==> config.mk <==
export PLATFORM = sky130hd
export DESIGN_NAME = i2s_master_tx
export DESIGN_NICKNAME = d
export VERILOG_FILES = /design/src/rtl/i2s_tx_pkg.sv /design/src/rtl/i2s_tx_timing.sv /design/src/rtl/i2s_tx_frame_regs.sv /design/src/rtl/i2s_tx_serializer.sv /design/src/rtl/i2s_master_tx.sv
export SDC_FILE = /design/constraint.sdc
export NUM_CORES = 1
export LEC_CHECK = 0
export ABC_AREA = 0
export BUFFER_PORTS_ARGS = -buffer_cell sky130_fd_sc_hd__buf_4
export CAP_MARGIN = 20
export CELL_PAD_IN_SITES_DETAIL_PLACEMENT = 1
export CELL_PAD_IN_SITES_GLOBAL_PLACEMENT = 1
export CORE_MARGIN = 3
export CORE_UTILIZATION = 33
export CTS_BUF_LIST = sky130_fd_sc_hd__clkbuf_4 sky130_fd_sc_hd__clkbuf_8
export DETAILED_ROUTE_END_ITERATION = 6
export HOLD_SLACK_MARGIN = 0.02
export PLACE_DENSITY_LB_ADDON = 0.2
export RECOVER_POWER = 50
export SLEW_MARGIN = 0
export SYNTH_ARGS = -nofsm -noshare
export SYNTH_HDL_FRONTEND = slang
export SYNTH_SLANG_ARGS = --single-unit
==> constraint.sdc <==
create_clock -name clk -period 6 [get_ports clk]
set_input_delay 0.3 -clock clk [delete_from_list [all_inputs] [get_ports clk]]
set_output_delay 0.3 -clock clk [all_outputs]
set_load 0.01 [all_outputs]
==> src/rtl/i2s_tx_pkg.sv <==
package i2s_tx_pkg;

  typedef enum logic {
    FMT_I2S  = 1'b0,
    FMT_LSBJ = 1'b1
  } tx_fmt_e;

  localparam logic [1:0] WLEN_16 = 2'b00;
  localparam logic [1:0] WLEN_20 = 2'b01;

  // Word length in bits for a length code, limited to the sample width.
  function automatic int wlen_bits(input logic [1:0] code, input int max_w);
    int bits;
    case (code)
      WLEN_16: bits = 16;
      WLEN_20: bits = 20;
      default: bits = 24;
    endcase
    if (bits > max_w) bits = max_w;
    return bits;
  endfunction

endpackage

==> src/rtl/i2s_tx_timing.sv <==
// Free-running frame counter. The low bits are the phase inside one bit
// slot and the high bits are the slot index, with the channel in the top bit.
module i2s_tx_timing #(
  parameter int CLK_PER_BIT  = 4,
  parameter int SLOTS_PER_CH = 32,
  localparam int DIV_W  = $clog2(CLK_PER_BIT),
  localparam int SLOT_W = $clog2(SLOTS_PER_CH),
  localparam int CNT_W  = DIV_W + SLOT_W + 1
) (
  input  logic            clk,
  input  logic            rst_n,
  output logic [SLOT_W:0] slot_nxt,
  output logic            bck_nxt,
  output logic            bit_edge,
  output logic            frame_wrap
);

  logic [CNT_W-1:0] cnt_q;
  logic [CNT_W-1:0] cnt_d;
  logic [DIV_W-1:0] phase_nxt;

  always_comb begin
    cnt_d      = cnt_q + CNT_W'(1);
    phase_nxt  = cnt_d[DIV_W-1:0];
    slot_nxt   = cnt_d[CNT_W-1:DIV_W];
    bck_nxt    = phase_nxt[DIV_W-1];
    bit_edge   = (phase_nxt == '0);
    frame_wrap = &cnt_q;
  end

  always_ff @(posedge clk or negedge rst_n) begin
    if (!rst_n) cnt_q <= '0;
    else        cnt_q <= cnt_d;
  end

endmodule

==> src/rtl/i2s_tx_frame_regs.sv <==
// Pending sample pair (written on load) and the settings in force for the
// current frame (taken over at the frame boundary).
module i2s_tx_frame_regs #(
  parameter int SAMPLE_W = 24
) (
  input  logic                clk,
  input  logic                rst_n,
  input  logic                load,
  input  logic [SAMPLE_W-1:0] left_in,
  input  logic [SAMPLE_W-1:0] right_in,
  input  logic                fmt_sel,
  input  logic [1:0]          wlen_sel,
  input  logic                frame_wrap,
  output logic [SAMPLE_W-1:0] eff_left,
  output logic [SAMPLE_W-1:0] eff_right,
  output logic                eff_fmt,
  output logic [1:0]          eff_wlen
);

  logic [SAMPLE_W-1:0] pend_l_q, pend_r_q;
  logic [SAMPLE_W-1:0] pend_l_d, pend_r_d;
  logic [SAMPLE_W-1:0] act_l_q, act_r_q;
  logic                act_fmt_q;
  logic [1:0]          act_wlen_q;
  logic                pend_en, act_en;

  always_comb begin
    pend_en  = load;
    act_en   = frame_wrap;
    pend_l_d = load ? left_in  : pend_l_q;
    pend_r_d = load ? right_in : pend_r_q;
    // Values in force after the coming edge.
    if (act_en) begin
      eff_left  = pend_l_d;
      eff_right = pend_r_d;
      eff_fmt   = fmt_sel;
      eff_wlen  = wlen_sel;
    end else begin
      eff_left  = act_l_q;
      eff_right = act_r_q;
      eff_fmt   = act_fmt_q;
      eff_wlen  = act_wlen_q;
    end
  end

  always_ff @(posedge clk or negedge rst_n) begin
    if (!rst_n) begin
      pend_l_q <= '0;
      pend_r_q <= '0;
    end else if (pend_en) begin
      pend_l_q <= pend_l_d;
      pend_r_q <= pend_r_d;
    end
  end

  always_ff @(posedge clk or negedge rst_n) begin
    if (!rst_n) begin
      act_l_q    <= '0;
      act_r_q    <= '0;
      act_fmt_q  <= 1'b0;
      act_wlen_q <= 2'b00;
    end else if (act_en) begin
      act_l_q    <= eff_left;
      act_r_q    <= eff_right;
      act_fmt_q  <= eff_fmt;
      act_wlen_q <= eff_wlen;
    end
  end

endmodule

==> src/rtl/i2s_tx_serializer.sv <==
// Chooses the bit for the next slot and registers the three line outputs.
module i2s_tx_serializer
  import i2s_tx_pkg::*;
#(
  parameter int SAMPLE_W     = 24,
  parameter int SLOTS_PER_CH = 32,
  localparam int SLOT_W = $clog2(SLOTS_PER_CH),
  localparam int IDX_W  = $clog2(SAMPLE_W)
) (
  input  logic                clk,
  input  logic                rst_n,
  input  logic [SLOT_W:0]     slot_nxt,
  input  logic                bck_nxt,
  input  logic                bit_edge,
  input  logic [SAMPLE_W-1:0] eff_left,
  input  logic [SAMPLE_W-1:0] eff_right,
  input  logic                eff_fmt,
  input  logic [1:0]          eff_wlen,
  output logic                bck,
  output logic                ws,
  output logic                sdata
);

  logic [SAMPLE_W-1:0] word;
  logic [IDX_W-1:0]    bit_sel;
  logic                ch_nxt;
  logic                sd_nxt;
  int                  pos_i, wbits_i, idx_i;

  always_comb begin
    ch_nxt  = slot_nxt[SLOT_W];
    pos_i   = int'(slot_nxt[SLOT_W-1:0]);
    wbits_i = wlen_bits(eff_wlen, SAMPLE_W);
    word    = ch_nxt ? eff_right : eff_left;
    if (eff_fmt == FMT_LSBJ) idx_i = pos_i - (SLOTS_PER_CH - wbits_i);
    else                     idx_i = pos_i - 1;
    bit_sel = '0;
    sd_nxt  = 1'b0;
    if (idx_i >= 0 && idx_i < wbits_i) begin
      bit_sel = IDX_W'(SAMPLE_W - 1 - idx_i);
      sd_nxt  = word[bit_sel];
    end
  end

  always_ff @(posedge clk or negedge rst_n) begin
    if (!rst_n) bck <= 1'b0;
    else        bck <= bck_nxt;
  end

  always_ff @(posedge clk or negedge rst_n) begin
    if (!rst_n) begin
      ws    <= 1'b0;
      sdata <= 1'b0;
    end else if (bit_edge) begin
      ws    <= ch_nxt;
      sdata <= sd_nxt;
    end
  end

endmodule

==> src/rtl/i2s_master_tx.sv <==
module i2s_master_tx #(
  parameter int SAMPLE_W     = 24,
  parameter int CLK_PER_BIT  = 4,
  parameter int SLOTS_PER_CH = 32,
  localparam int SLOT_W = $clog2(SLOTS_PER_CH)
) (
  input  logic                clk,
  input  logic                rst_n,
  input  logic                load,
  input  logic [SAMPLE_W-1:0] left_in,
  input  logic [SAMPLE_W-1:0] right_in,
  input  logic                fmt_sel,
  input  logic [1:0]          wlen_sel,
  output logic                bck,
  output logic                ws,
  output logic                sdata
);

  logic [SLOT_W:0]     slot_nxt;
  logic                bck_nxt, bit_edge, frame_wrap;
  logic [SAMPLE_W-1:0] eff_left, eff_right;
  logic                eff_fmt;
  logic [1:0]          eff_wlen;

  i2s_tx_timing #(
    .CLK_PER_BIT (CLK_PER_BIT),
    .SLOTS_PER_CH(SLOTS_PER_CH)
  ) u_timing (
    .clk       (clk),
    .rst_n     (rst_n),
    .slot_nxt  (slot_nxt),
    .bck_nxt   (bck_nxt),
    .bit_edge  (bit_edge),
    .frame_wrap(frame_wrap)
  );

  i2s_tx_frame_regs #(
    .SAMPLE_W(SAMPLE_W)
  ) u_regs (
    .clk       (clk),
    .rst_n     (rst_n),
    .load      (load),
    .left_in   (left_in),
    .right_in  (right_in),
    .fmt_sel   (fmt_sel),
    .wlen_sel  (wlen_sel),
    .frame_wrap(frame_wrap),
    .eff_left  (eff_left),
    .eff_right (eff_right),
    .eff_fmt   (eff_fmt),
    .eff_wlen  (eff_wlen)
  );

  i2s_tx_serializer #(
    .SAMPLE_W    (SAMPLE_W),
    .SLOTS_PER_CH(SLOTS_PER_CH)
  ) u_ser (
    .clk      (clk),
    .rst_n    (rst_n),
    .slot_nxt (slot_nxt),
    .bck_nxt  (bck_nxt),
    .bit_edge (bit_edge),
    .eff_left (eff_left),
    .eff_right(eff_right),
    .eff_fmt  (eff_fmt),
    .eff_wlen (eff_wlen),
    .bck      (bck),
    .ws       (ws),
    .sdata    (sdata)
  );

endmodule

# [Word level (Yosys, flattened, before mapping)]
# Index checks and enable logic that the tools add are counted.
[totals] regBits=110 input_bits=54 word_cells=37
[classes] n_addsub=5 magnitude_cmp=4 n_eq_ne=1 muxes=13 reduce_logical=4
[ops] cell="$mux W24" count=5
[ops] cell="$mux W32" count=2
[ops] cell="$ge A32 B1 Y1 const B" count=1
[ops] cell="$lt A32 B32 Y1" count=1
[ops] cell="$sub A6 B32 Y32" count=1
[ops] cell="$sub A7 B32 Y32 const A" count=1
[ops] cell="$add A8 B1 Y8 const B" count=1
[ops] cell="$pmux W4 S2" count=1
[ops] cell="$reduce_and A8 Y1" count=1
[ops] cell="$lt A5 B6 Y1 const B" count=1
[ops] cell="$sub A5 B1 Y6 const B" count=1
[ops] cell="$bmux W1 S5" count=1
[ops] cell="$gt A5 B5 Y1 const B" count=1
[ops] cell="$sub A5 B5 Y5 const A" count=1
[ops] cell="$logic_not A2 Y1" count=2
[ops] cell="$mux W1" count=3
[ops] cell="$eq A2 B1 Y1 const B" count=1
[ops] cell="$mux W2" count=1
[ops] cell="$logic_and A1 B1 Y1" count=1

# [Depth between registers and ports, before layout]
# Gate-level depths: netlist of the first run.
[depth] word_depth=13 mapped_depth=25 ltp_nobuf=20

# [Cells and area by module]
# From an unflattened synthesis of the first run, not the netlist that was laid out.
[hier_totals] cells_unflattened=384 area_unflattened_um2=5589.1
[modules_own_cells] mod="i2s_tx_frame_regs" instances=1 cells_per_inst=265 area_each_um2=4339.2 seq_area_each_um2=2477.4
[modules_own_cells] mod="i2s_tx_serializer" instances=1 cells_per_inst=89 area_each_um2=875.8 seq_area_each_um2=75.1
[modules_own_cells] mod="i2s_tx_timing" instances=1 cells_per_inst=30 area_each_um2=374.1 seq_area_each_um2=200.2

# [Worst setup path before layout of the first run]
# OpenSTA, ideal clock, no wires.
[synth_timing] path_type="flip-flop to flip-flop" from="register u_timing.cnt_q[1]" to="register u_ser.sdata" arrival_ps=4516 required_ps=5913 slack_ps=1397 stages_incl_launch_ff=26 n_path_buf=5 synth_period_minus_slack_ps=4603 cell_sequence="dfrtp_1 > ha_1 > buf_4 > and3_1 > buf_4 > nand2_4 > buf_2 > buf_2 > clkbuf_1 > nand2_1 > nand2_1 > nor2_1 > ha_1 > fa_1 > fa_1 > inv_1 > a211o_1 > o21ai_0 > and3_1 > ha_1 > a21oi_1 > nor2_1 > nand3_1 > a311oi_1 > a2111oi_2 > a211oi_2"
[synth_via] elab_chain_len=13 elab_cells_between_ends=24 classes_between="add/sub (5); order compare (3); eq/ne (1); mux (11); reduce/logical (4)"
[synth_rtl] element="start, declared" line_no="i2s_tx_timing.sv:18" text="logic [CNT_W-1:0] cnt_q;"
[synth_rtl] element="start signal, assigned" line_no="i2s_tx_timing.sv:33" text="else cnt_q <= cnt_d;"
[synth_rtl] element="$reduce_and A8 Y1" line_no="i2s_tx_timing.sv:28" text="frame_wrap = &cnt_q;"
[synth_rtl] element="$mux W2" line_no="i2s_tx_frame_regs.sv:33" text="if (act_en) begin"
[synth_rtl] element="$eq A2 B1 Y1 / $logic_not A2 Y1 (equally long branches)" line_no="i2s_tx_pkg.sv:14" text="case (code)"
[synth_rtl] element="$pmux W4 S2" line_no="i2s_tx_pkg.sv:14"
[synth_rtl] element="$gt A5 B5 Y1" line_no="i2s_tx_pkg.sv:19" text="if (bits > max_w) bits = max_w;"
[synth_rtl] element="$mux W32" line_no="i2s_tx_pkg.sv:19"
[synth_rtl] element="$sub A7 B32 Y32" line_no="i2s_tx_serializer.sv:35" text="if (eff_fmt == FMT_LSBJ) idx_i = pos_i - (SLOTS_PER_CH - wbits_i);"
[synth_rtl] element="$sub A6 B32 Y32" line_no="i2s_tx_serializer.sv:35"
[synth_rtl] element="$mux W32" line_no="i2s_tx_serializer.sv:35"
[synth_rtl] element="$sub A5 B5 Y5" line_no="i2s_tx_serializer.sv:40" text="bit_sel = IDX_W'(SAMPLE_W - 1 - idx_i);"
[synth_rtl] element="$bmux W1 S5" line_no="i2s_tx_serializer.sv:41" text="sd_nxt = word[bit_sel];"
[synth_rtl] element="$mux W1 (implied by the code)" line_no="i2s_tx_serializer.sv:41"
[synth_rtl] element="$mux W1" line_no="i2s_tx_serializer.sv:39" text="if (idx_i >= 0 && idx_i < wbits_i) begin"
[synth_rtl] element="end signal, assigned" line_no="i2s_tx_serializer.sv:56" text="sdata <= sd_nxt;"
[synth_rtl] element="end, declared" line_no="i2s_tx_serializer.sv:21" text="output logic sdata"
# Parallel ways exist; a longest one is shown, timed or not. The select of a mux whose other input is x is not followed.
# A chain may end at the register's enable or synchronous reset.

# [Worst setup path after layout of the first run]
[layout_timing] from="register u_timing.cnt_q[0]" to="register u_ser.sdata"
# The elaborated chain is that of the path after synthesis.

==> results of run 1 <==
## flip-flops by register name, summed over array words and instances, names as in the netlist
name,cells
u_ser.ws,1
u_ser.sdata,1
u_regs.pend_l_q,24
u_regs.pend_r_q,24
u_regs.act_r_q,24
u_regs.act_fmt_q,1
u_timing.cnt_q,8
u_regs.act_l_q,24
u_regs.act_wlen_q,2
## timing repair
| action | in CTS | in global routing |
|---|---|---|
| hold buffers | 1 | 0 |
| setup endpoints to repair | 0 | 0 |
| hold endpoints to repair | 33 | 0 |
## stage by stage
step	instances	total power [W]	worst slack, ns
floorplan	489	0.000839	1.40
global placement	736	0.000893	1.40
detailed placement	736	0.000898	1.17
CTS	753	0.00133	1.13
global route	753	0.00136	0.758
finish	753	0.00130	1.18
## routing by layer
layer  global-route usage  wire length (um)  vias up
li1                     -                 -     1782
met1                0.187              5790     1857
met2                0.256              5990       51
met3               0.0447               420       13
met4               0.0403               165        0
met5                    0                 0        -
## kinds of logic after synthesis
family | synth area share
compound gates | 0.104
xor+xnor | 0.0162
fa+ha+maj | 0.0244
buf+inv | 0.0470
flops | 0.521
mux | 0.151
simple gates | 0.137
## final timing paths
path	slack (ns)	startpoint	cells past startpoint	end
worst max-delay path	1.18	u_timing.cnt_q[0]	20	u_ser.sdata
worst min-delay path	0.14	right_in[8]	2	u_regs.pend_r_q[8]
worst max register to register	1.18	u_timing.cnt_q[0]	20	u_ser.sdata
worst min register to register	0.48	u_regs.act_r_q[1]	2	u_regs.act_r_q[1]
max in group asynchronous	2.38	rst_n	3	u_regs.pend_r_q[21]
min in group asynchronous	0.96	rst_n	2	u_regs.pend_r_q[0]
## critical path: cells and delay by family, from the launching register on
family	cells	cell delay, ns
fa+ha+maj	5	1.64
compound gates	6	1.08
simple gates	6	0.88
flops	1	0.42
mux	1	0.34
buf+inv	2	0.36
## cells in the mapped netlist (all sizes together) (2+ instances only)
| library cell | instances |
|---|---|
| mux2i | 14 |
| a211oi | 4 |
| nor2 | 28 |
| a2111oi | 4 |
| a31oi | 6 |
| and3 | 6 |
| inv | 24 |
| fa | 2 |
| nand2b | 2 |
| buf | 20 |
| xor2 | 2 |
| a221oi | 15 |
| dfrtp | 109 |
| mux4 | 3 |
| nand2 | 111 |
| nand3 | 7 |
| mux2 | 51 |
| nand4 | 3 |
| o21ai | 18 |
| xnor2 | 6 |
| clkbuf | 6 |
| and2 | 2 |
| nor3 | 7 |
| a21oi | 14 |
| ha | 7 |
## final cells by class
class / instances / area [sq um] / share of cell area
clock buffers: 9 / 124 / 0.0207
multi-input cells: 329 / 2260 / 0.378
flip-flops and latches: 109 / 2730 / 0.456
inverters: 25 / 96.3 / 0.0161
repair buffers: 63 / 450 / 0.0754
well taps: 211 / 264 / 0.0442
clock inverters: 7 / 56.3 / 0.00942
## power by group through the flow
stage / registers [W] / logic (W) / clock network (W)
after floorplan: 0.000786 / 0.0000530 / 0
after detailed placement: 0.000789 / 0.000108 / 0
after CTS: 0.000775 / 0.000109 / 0.000449
after global routing: 0.000777 / 0.000113 / 0.000475
after global placement: 0.000787 / 0.000106 / 0
final: 0.000773 / 0.0000990 / 0.000425
==> flow_summary.toml, run 1 <==
[timing]
final_period_minus_worst_setup_slack_ns = 4.82
fin_worst_skew_ns = 0.0173
relSlewSlack = -0.848
tightest_slew_ns = 2.77
setup_viol_count_final = 0
layout_worst_path_cycle_share = 0.804
fin_tns_setup_ns = 0
achievable-frequency_mhz = 207
hold_ws_ns = 0.142
drv_slew = 161
hold_viol_final = 0
grt_setup_unrepaired = "false"

[place]
numPortBuffers = 56
place_hpwl_um = 8690
place_congestion = 0.776
placed_cell_area_sq_mm = 0.00583

[yosys]
synth-seq-cells = 109
synth.top_cell.area_share = 0.521
most_used_flip_flop_cell_after_synthesis = "dfrtp_1"
synth.lib_cells_used.distinct = 58
post_synth_inst_count = 489
ys_seq_area_frac = 0.521
synth_area_sq_mm = 0.00524
asyncSetResetFlopFracSynth = 1.00
synth.area.top_cells = "dfrtp_1 52%, mux2_2 11%, nand2_1 7.9%, mux2i_1 2.7%, a221oi_1 2.3%"
syn_nets = 552
synth.avg_cell_area_sq_um = 10.7
number_of_synthesized_flops_with_an_enable_pin = 0
yosysTopAreaCell = "dfrtp_1"
yosys_warnings = 0

[floorplanning]
fp.dieW_um = 132
dieHeight_um = 132
die_area_sq_mm = 0.0174
top_level_ports = 57
start_util = 0.341
core_area_sq_mm = 0.0154
num_rows = 45

[global_route]
via_count_of_the_first_global_routing_pass = 4097
antenna_found_initial = 0
grt_max_degree = 77
grt_first_pass_wirelength_um = 21200
globalRoute.totalOverflow = 0
grt_util_overall = 0.151

[worst_setup_path]
crit_chain = "ha_1, nand3_1, nor2_4, buf_4, mux2i_1, nor2_1, ha_1, fa_1, fa_1, inv_1, a211o_1, o21ai_0, and3_1, ha_1, a21oi_1, nor2_1, nand3_1, a311oi_1, a2111oi_2, a211oi_2"
crit_path_max_fanout = 23
setup.worst_path.start_class = "register"
largest_incremental_delay_on_the_critical_path_ns = 0.49
setup.worst_path.class = "reg2reg"
crit_top_cell = "ha_1"
setup.worst_path.end_class = "register"
crit_required_ns = 6.31
crit_slowest_cell = "fa_1"
worst-endpoint-arrival_ns = 5.13

[cts]
clk_pin_slew_ns = 0.11
postCtsResizedCells = 0
post_cts_buffers = 0
clock_latency_ns = 0.40
cts_root_buffer = "clkbuf_8"
clock_tree_from_tritoncts = "yes"
clock_tree.buffer_depth = 2
cts_buffers = 9
cts-htree-levels = 3
cts.sinks = 109

[layout]
layout.cell_area.non_filler_sq_mm = 0.00598
num_antenna_cells = 0
nets = 600
filler_cell_count = 1728
layout-drive-gt1-share = 0.175
area_growth_pct = 14.1
final_common_cell = "nand2_1"
layout_common_cells = "110 x nand2_1, 109 x dfrtp_1, 55 x buf_4"
post-route-util = 0.389

[run_status]
status = "finished, violations left"
violations_in_the_final_reports = "capacitance limit, slew limit"

[power]
share_comb_of_total_power = 0.076
p_switching_w = 0.000328
p_leak_nw = 2.74
seqPwrFrac = 0.596
clockPowerShare = 0.328
cell_area_power_density_mw_per_mm2 = 217
ir_drop_v = 0.000143
switching_share = 0.253
power.internal_w = 0.000969

[routing]
drt_wl_total_um = 12400
via_per_inst = 4.92
average_wire_per_standard_cell_um = 16.4
drt_first_iter_violations = 153
routed-via-count = 3703
detail_route.drc_violations = 0
drtAntennaViolNets = 0
drt_first_pass_iters = 4

[worst_hold_path]
worst_hold_path_class = "in2reg"

[job]
max-cap-violations = 3
Note: power is estimated with default switching activity, not from simulation.
==> inputs of run 2 (changes only) <==
--- a/config.mk
+++ b/config.mk
@@ -5,7 +5,7 @@
 export SDC_FILE = /design/constraint.sdc
 export NUM_CORES = 1
 export LEC_CHECK = 0
-export ABC_AREA = 0
+export ABC_AREA = 1
 export BUFFER_PORTS_ARGS = -buffer_cell sky130_fd_sc_hd__buf_4
 export CAP_MARGIN = 20
 export CELL_PAD_IN_SITES_DETAIL_PLACEMENT = 1
==> constraint.sdc (replaced) <==
create_clock -name clk -period 4.5 [get_ports clk]
set_input_delay 0.225 -clock clk [delete_from_list [all_inputs] [get_ports clk]]
set_output_delay 0.225 -clock clk [all_outputs]
set_load 0.01 [all_outputs]
==> run 2 against run 1 <==
Against the previous run:
- the flow still finishes with violations (capacitance limit, slew limit)
- via count up 16%
- die area increased by 0.41%
- register-to-register slack worse by 0.72 ns
- sequential cell count stayed put
- critical endpoint unchanged
- largest power group unchanged
- highest routed layer unchanged
==> flow_summary.toml, run 2 <==
[run_status]
status = "finished, violations left"
violations_in_the_final_reports = "capacitance limit, slew limit"

[routing]
detail_route.drc_violations = 0
routed-via-count = 4304
drt_first_iter_violations = 154
drt_wl_total_um = 13300
drt_first_pass_iters = 5
via_per_inst = 4.58
drtAntennaViolNets = 0
average_wire_per_standard_cell_um = 14.2

[layout]
final_cell_count_no_fill = 940
nets = 788
layout.cell_area.non_filler_sq_mm = 0.00609
area_growth_pct = 15.7
layout-drive-gt1-share = 0.128
layout_common_cells = "281 x nand2_1, 109 x dfrtp_1, 99 x inv_1"
final_common_cell = "nand2_1"
num_antenna_cells = 0
filler_cell_count = 1965

[floorplanning]
core_area_sq_mm = 0.0154
die_area_sq_mm = 0.0175
fp.dieW_um = 132
num_rows = 45
top_level_ports = 57
start_util = 0.341
dieHeight_um = 132

[yosys]
synthMostInstantiatedCell = "nand2_1"
synth.avg_cell_area_sq_um = 7.74
syn_nets = 743
synth_area_sq_mm = 0.00526
synth-seq-cells = 109
post_synth_inst_count = 680
yosys_warnings = 0
synth.lib_cells_used.distinct = 32
most_used_flip_flop_cell_after_synthesis = "dfrtp_1"
synth.cells.most_frequent = "281 x nand2_1, 109 x dfrtp_1, 98 x inv_1, 53 x nand3_1, 31 x o21ai_1"
ys_seq_area_frac = 0.518
asyncSetResetFlopFracSynth = 1.00
synth.top_cell.area_share = 0.518
synth.area.top_cells = "dfrtp_1 52%, nand2_1 20%, inv_1 7.0%, nand3_1 5.0%, o21ai_1 2.9%"
number_of_synthesized_flops_with_an_enable_pin = 0
yosysTopAreaCell = "dfrtp_1"

[timing]
final_period_minus_worst_setup_slack_ns = 4.04
layout_worst_path_cycle_share = 0.898
relSlewSlack = -0.142
hold_viol_final = 0
achievable-frequency_mhz = 247
fin_tns_setup_ns = 0
drv_slew = 65
grt_setup_unrepaired = "false"
fin_worst_skew_ns = 0.0103
setup_viol_count_final = 0
tightest_slew_ns = 1.71

[cts]
post_cts_buffers = 0
cts.sinks = 109
clock_tree.buffer_depth = 2
postCtsResizedCells = 0
clock_latency_ns = 0.38
clk_pin_slew_ns = 0.10
cts-htree-levels = 3
cts_buffers = 9
cts_root_buffer = "clkbuf_8"
clock_tree_from_tritoncts = "yes"

[global_route]
grt_util_overall = 0.164
grt_first_pass_wirelength_um = 23300
antenna_found_initial = 0
via_count_of_the_first_global_routing_pass = 4699
globalRoute.totalOverflow = 0
grt_max_degree = 65

[place]
placed_cell_area_sq_mm = 0.00583
numPortBuffers = 56
numPlacedInstances = 923
place_congestion = 0.869
place_hpwl_um = 9430

[worst_setup_path]
setup.worst_path.class = "reg2reg"
largest_incremental_delay_on_the_critical_path_ns = 0.46
critical_path.startpoint = "u_timing.cnt_q[5]"
crit_chain = "nand2_2, nor2_4, nand2_4, buf_4, o21ai_2, inv_2, nor2_1, inv_1, fa_1, fa_1, or2_1, nand2_1, inv_1, o21ai_1, a21oi_1, ha_1, nand2_1, inv_1, nand2_1, nor2_1, nand2_1, nand2_1"
setup.worst_path.end_class = "register"
setup.worst_path.start_class = "register"
crit_required_ns = 4.78
crit_path_max_fanout = 52
worst-endpoint-arrival_ns = 4.32
crit_slowest_cell = "dfrtp_1"
rr_startpoint = "u_timing.cnt_q[5]"
crit_top_cell = "nand2_1"

[power]
cell_area_power_density_mw_per_mm2 = 306
ir_drop_v = 0.000111
p_leak_nw = 3.61

[job]
max-cap-violations = 1

[worst_hold_path]
worst_hold_path_class = "in2reg"
hold_start = "left_in[13]"
run 2: changes by cell type after synthesis, moves of 7 or more:
cell,change
mux2i_1,-14
o21ai_1,+30
mux2_2,-50
nand2_1,+171
inv_1,+75
or2_2,+7
nor2_1,-16
a221oi_1,-14
nand3_1,+46
a21oi_1,-9
run 2: logic make-up (layout without fill, tap and decap cells):
kind of cell	Yosys count	after routing	synth area share
flops	109	109	0.518
compound gates	57	57	0.0568
simple gates	370	370	0.291
xor+xnor	5	5	0.00832
fa+ha+maj	9	9	0.0243
buf+inv	130	179	0.101
run 2: what timing repair did:
item,4_1_cts,5_1_grt
endpoints found under the setup margin,0,0
hold buffers,1,0
hold endpoints to repair,63,0
run 2: per-layer routing:
layer	part of all wire	wire length, um	up-vias	global-route usage
met5	0	0	-	0
met1	0.48	6410	2086	0.213
li1	-	-	2145	-
met4	0.023	302	0	0.0710
met3	0.027	365	22	0.0271
met2	0.47	6260	51	0.273
run 2: worst max-delay path, delay by kind of cell (launching register included):
family,cells,cell delay [ns]
and+or+nand+nor,11,1.38
adders and majority gates,3,1.06
buffers and inverters,5,0.62
DFF,1,0.46
AOI/OAI and AO/OA,3,0.40
run 2: stage by stage:
stage | setup WS, ns | power, W | hold slack, ns | util
finish | 0.457 | 0.00186 | 0.0589 | 0.395
global route | 0.00861 | 0.00195 | 0.0456 | 0.395
CTS | 0.415 | 0.00190 | 0.0316 | 0.394
detailed placement | 0.442 | 0.00118 | 0.395 | 0.378
global placement | 0.608 | 0.00117 | 0.392 | 0.378
floorplan | 0.681 | 0.00110 | -0.0706 | -
run 2: cell type report:
type / count / area (sq um) / area share
Multi-Input combinational cell: 441 / 2000 / 0.329
Timing Repair Buffer: 62 / 474 / 0.0779
Tap cell: 211 / 264 / 0.0434
Sequential cell: 109 / 2730 / 0.448
Inverter: 102 / 383 / 0.0629
Clock inverter: 4 / 97.6 / 0.0160
Clock buffer: 11 / 139 / 0.0228
run 2: final timing paths:
kind | slack (ns) | cells past startpoint | endpoint
min in group asynchronous | 0.81 | 2 | u_regs.pend_r_q[17]
max in group asynchronous | 2.29 | 3 | u_regs.act_l_q[5]
worst min-delay path | 0.06 | 3 | u_regs.pend_l_q[13]
worst max register to register | 0.46 | 22 | u_ser.sdata
worst min register to register | 0.48 | 2 | u_regs.act_r_q[2]
worst max-delay path | 0.46 | 22 | u_ser.sdata
run 2: power breakdown:
| group | total (W) | internal (W) | switching, W |
|---|---|---|---|
| clock network | 0.000708 | 0.000379 | 0.000328 |
| registers | 0.00103 | 0.00102 | 0.00000998 |
| logic | 0.000128 | 0.0000499 | 0.0000776 |
| total | 0.00186 | 0.00145 | 0.000416 |
==> inputs of run 3 (changes only) <==
--- a/config.mk
+++ b/config.mk
@@ -6,7 +6,6 @@
 export NUM_CORES = 1
 export LEC_CHECK = 0
 export ABC_AREA = 1
-export BUFFER_PORTS_ARGS = -buffer_cell sky130_fd_sc_hd__buf_4
 export CAP_MARGIN = 20
 export CELL_PAD_IN_SITES_DETAIL_PLACEMENT = 1
 export CELL_PAD_IN_SITES_GLOBAL_PLACEMENT = 1
@@ -14,8 +13,9 @@
 export CORE_UTILIZATION = 33
 export CTS_BUF_LIST = sky130_fd_sc_hd__clkbuf_4 sky130_fd_sc_hd__clkbuf_8
 export DETAILED_ROUTE_END_ITERATION = 6
+export DONT_BUFFER_PORTS = 1
 export HOLD_SLACK_MARGIN = 0.02
-export PLACE_DENSITY_LB_ADDON = 0.2
+export PLACE_DENSITY_LB_ADDON = 0.1
 export RECOVER_POWER = 50
 export SLEW_MARGIN = 0
 export SYNTH_ARGS = -nofsm -noshare
==> run 3 against run 2 <==
Against the previous run:
- the run still ends with capacitance limit, slew limit left
- critical path type unchanged
- sequential share of layout area decreased by 1.3 points
- utilization up 1.2 points
- critical endpoint unchanged
- critical path depth up 2
- fmax is 0.89% lower
- largest cell class unchanged
- setup slack worse by 0.036 ns
- clock-buffer cell count rose by 2
- clock skew shrank 0.0015 ns
- non-clock buffer count is 10 higher
- via count decreased by 0.98%
==> flow_summary.toml, run 3 (synthesis gave the netlist of run 2 again) <==
[worst_setup_path]
largest_incremental_delay_on_the_critical_path_ns = 0.46
crit_chain = "ha_1, nand2_1, nor2_4, nand2_4, inv_1, or2_2, o21ai_0, inv_1, nor2_1, inv_1, fa_1, fa_1, or2_1, nand2_1, inv_1, o21ai_1, a21oi_1, ha_1, nand2_1, inv_1, nand2_1, nor2_1, nand2_1, nand2_1"
setup.worst_path.class = "reg2reg"
setup.worst_path.start_class = "register"
worst-endpoint-arrival_ns = 4.35
timing.reg2reg.worst_path_depth = 24
setup.worst_path.end_class = "register"
crit_slowest_cell = "dfrtp_1"
crit_required_ns = 4.78
crit_path_max_fanout = 6
crit_top_cell = "nand2_1"

[power]
cell_area_power_density_mw_per_mm2 = 279
p_leak_nw = 3.56
ir_drop_v = 0.000107

[timing]
grt_setup_unrepaired = "false"
relSlewSlack = -0.863
layout_worst_path_cycle_share = 0.906
fin_tns_setup_ns = 0
tightest_slew_ns = 2.79
hold_ws_ns = 0.0435
postLayoutSetupSlackWorst_ns = 0.421
hold_viol_final = 0
drv_slew = 110
setup_viol_count_final = 0
achievable-frequency_mhz = 245
final_period_minus_worst_setup_slack_ns = 4.08
fin_worst_skew_ns = 0.00887

[routing]
drt_wl_total_um = 14000
drtAntennaViolNets = 0
average_wire_per_standard_cell_um = 14.7
drt_first_iter_violations = 163
drt_first_pass_iters = 4
via_per_inst = 4.48
detail_route.drc_violations = 0
routed-via-count = 4262

[run_status]
violations_in_the_final_reports = "capacitance limit, slew limit"
status = "finished, violations left"

[floorplanning]
top_level_ports = 57
fp.dieW_um = 132
start_util = 0.341
dieHeight_um = 132
core_area_sq_mm = 0.0154
num_rows = 45
die_area_sq_mm = 0.0175

[global_route]
grt_util_overall = 0.167
antenna_found_initial = 0
via_count_of_the_first_global_routing_pass = 4607
globalRoute.totalOverflow = 0
grt_max_degree = 110
grt_first_pass_wirelength_um = 23500

[layout]
filler_cell_count = 1915
num_antenna_cells = 0
multi_input_area_sq_mm = 0.00200
final_common_cell = "nand2_1"
area_growth_pct = 19.3
nets = 798
post-route-util = 0.407
final_cell_count_no_fill = 951
layout.area.seq_sq_mm = 0.00273
layout-drive-gt1-share = 0.0541
layout_common_cells = "281 x nand2_1, 109 x dfrtp_1, 99 x inv_1"

[place]
numPortBuffers = 0
numPlacedInstances = 866
place_congestion = 0.787
place_ws_ns = 0.412
place_hpwl_um = 8800

[cts]
clock_tree_from_tritoncts = "yes"
cts_buffers = 9
cts-htree-levels = 3
postCtsResizedCells = 0
clock_tree.buffer_depth = 2
clk_pin_slew_ns = 0.10
cts.sinks = 109
clock_latency_ns = 0.38
cts_root_buffer = "clkbuf_8"

[worst_hold_path]
hold-path-cell-count = 2
worst_hold_path_class = "in2reg"

[job]
max-cap-violations = 1
run 3: cell types whose count changed in the layout (fill, tap and decap cells not counted):
cell	before	now
dlygate4sd3_1	1	68
and2_1	4	0
buf_4	56	3
clkbuf_1	3	0
and2_0	0	4
clkinv_4	0	1
clkbuf_8	9	12
clkbuf_4	2	1
clkinvlp_4	1	0
clkinv_2	0	2
bufinv_16	3	0
buf_16	1	0
run 3: power breakdown:
group | switching (W) | internal (W)
sequential | 0.00000962 | 0.00102
combinational | 0.0000742 | 0.0000598
clock | 0.000339 | 0.000253
run 3: area by class of cell:
type	count	share of cell area
sequential	109	0.434
multi-input combinational	441	0.319
timing repair buffer	72	0.113
inverter	102	0.0610
tap	211	0.0420
clock buffer	13	0.0275
clock inverter	3	0.00299
run 3: repair_timing:
| action | CTS | global route |
|---|---|---|
| setup buffers | 0 | 0 |
| hold buffers | 69 | 0 |
| hold endpoints to repair | 145 | 0 |
run 3: through the flow:
step / instance area [sq um] / power, W
after floorplan: 5260 / 0.00110
after global placement: 5400 / 0.00111
after detailed placement: 5400 / 0.00111
after CTS: 6300 / 0.00178
after global routing: 6280 / 0.00184
final: 6280 / 0.00175
run 3: path summary, 6_finish.rpt:
check                      slack [ns]                  end           startpoint
min reg2reg                      0.48  u_regs.pend_r_q[17]  u_regs.pend_r_q[17]
max reg2reg                      0.42          u_ser.sdata    u_timing.cnt_q[1]
min                              0.04  u_regs.pend_r_q[18]                 load
max                              0.42          u_ser.sdata    u_timing.cnt_q[1]
max in group asynchronous        1.59    u_regs.act_l_q[8]                rst_n
min in group asynchronous        1.25  u_regs.pend_l_q[19]                rst_n
run 3: routing by layer:
layer | part of all wire | track usage | up-vias | routed length (um)
li1 | - | - | 2166 | -
met1 | 0.48 | 0.223 | 2043 | 6760
met2 | 0.48 | 0.276 | 39 | 6720
met3 | 0.021 | 0.0275 | 14 | 294
met4 | 0.015 | 0.0577 | 0 | 204
met5 | 0 | 0 | - | 0
run 3: critical path, delay by kind of cell (launching register included):
| kind | cells | cell delay, ns |
|---|---|---|
| AOI/OAI and AO/OA | 3 | 0.31 |
| adders and majority gates | 4 | 1.38 |
| buffers and inverters | 5 | 0.43 |
| DFF | 1 | 0.46 |
| and+or+nand+nor | 12 | 1.39 |
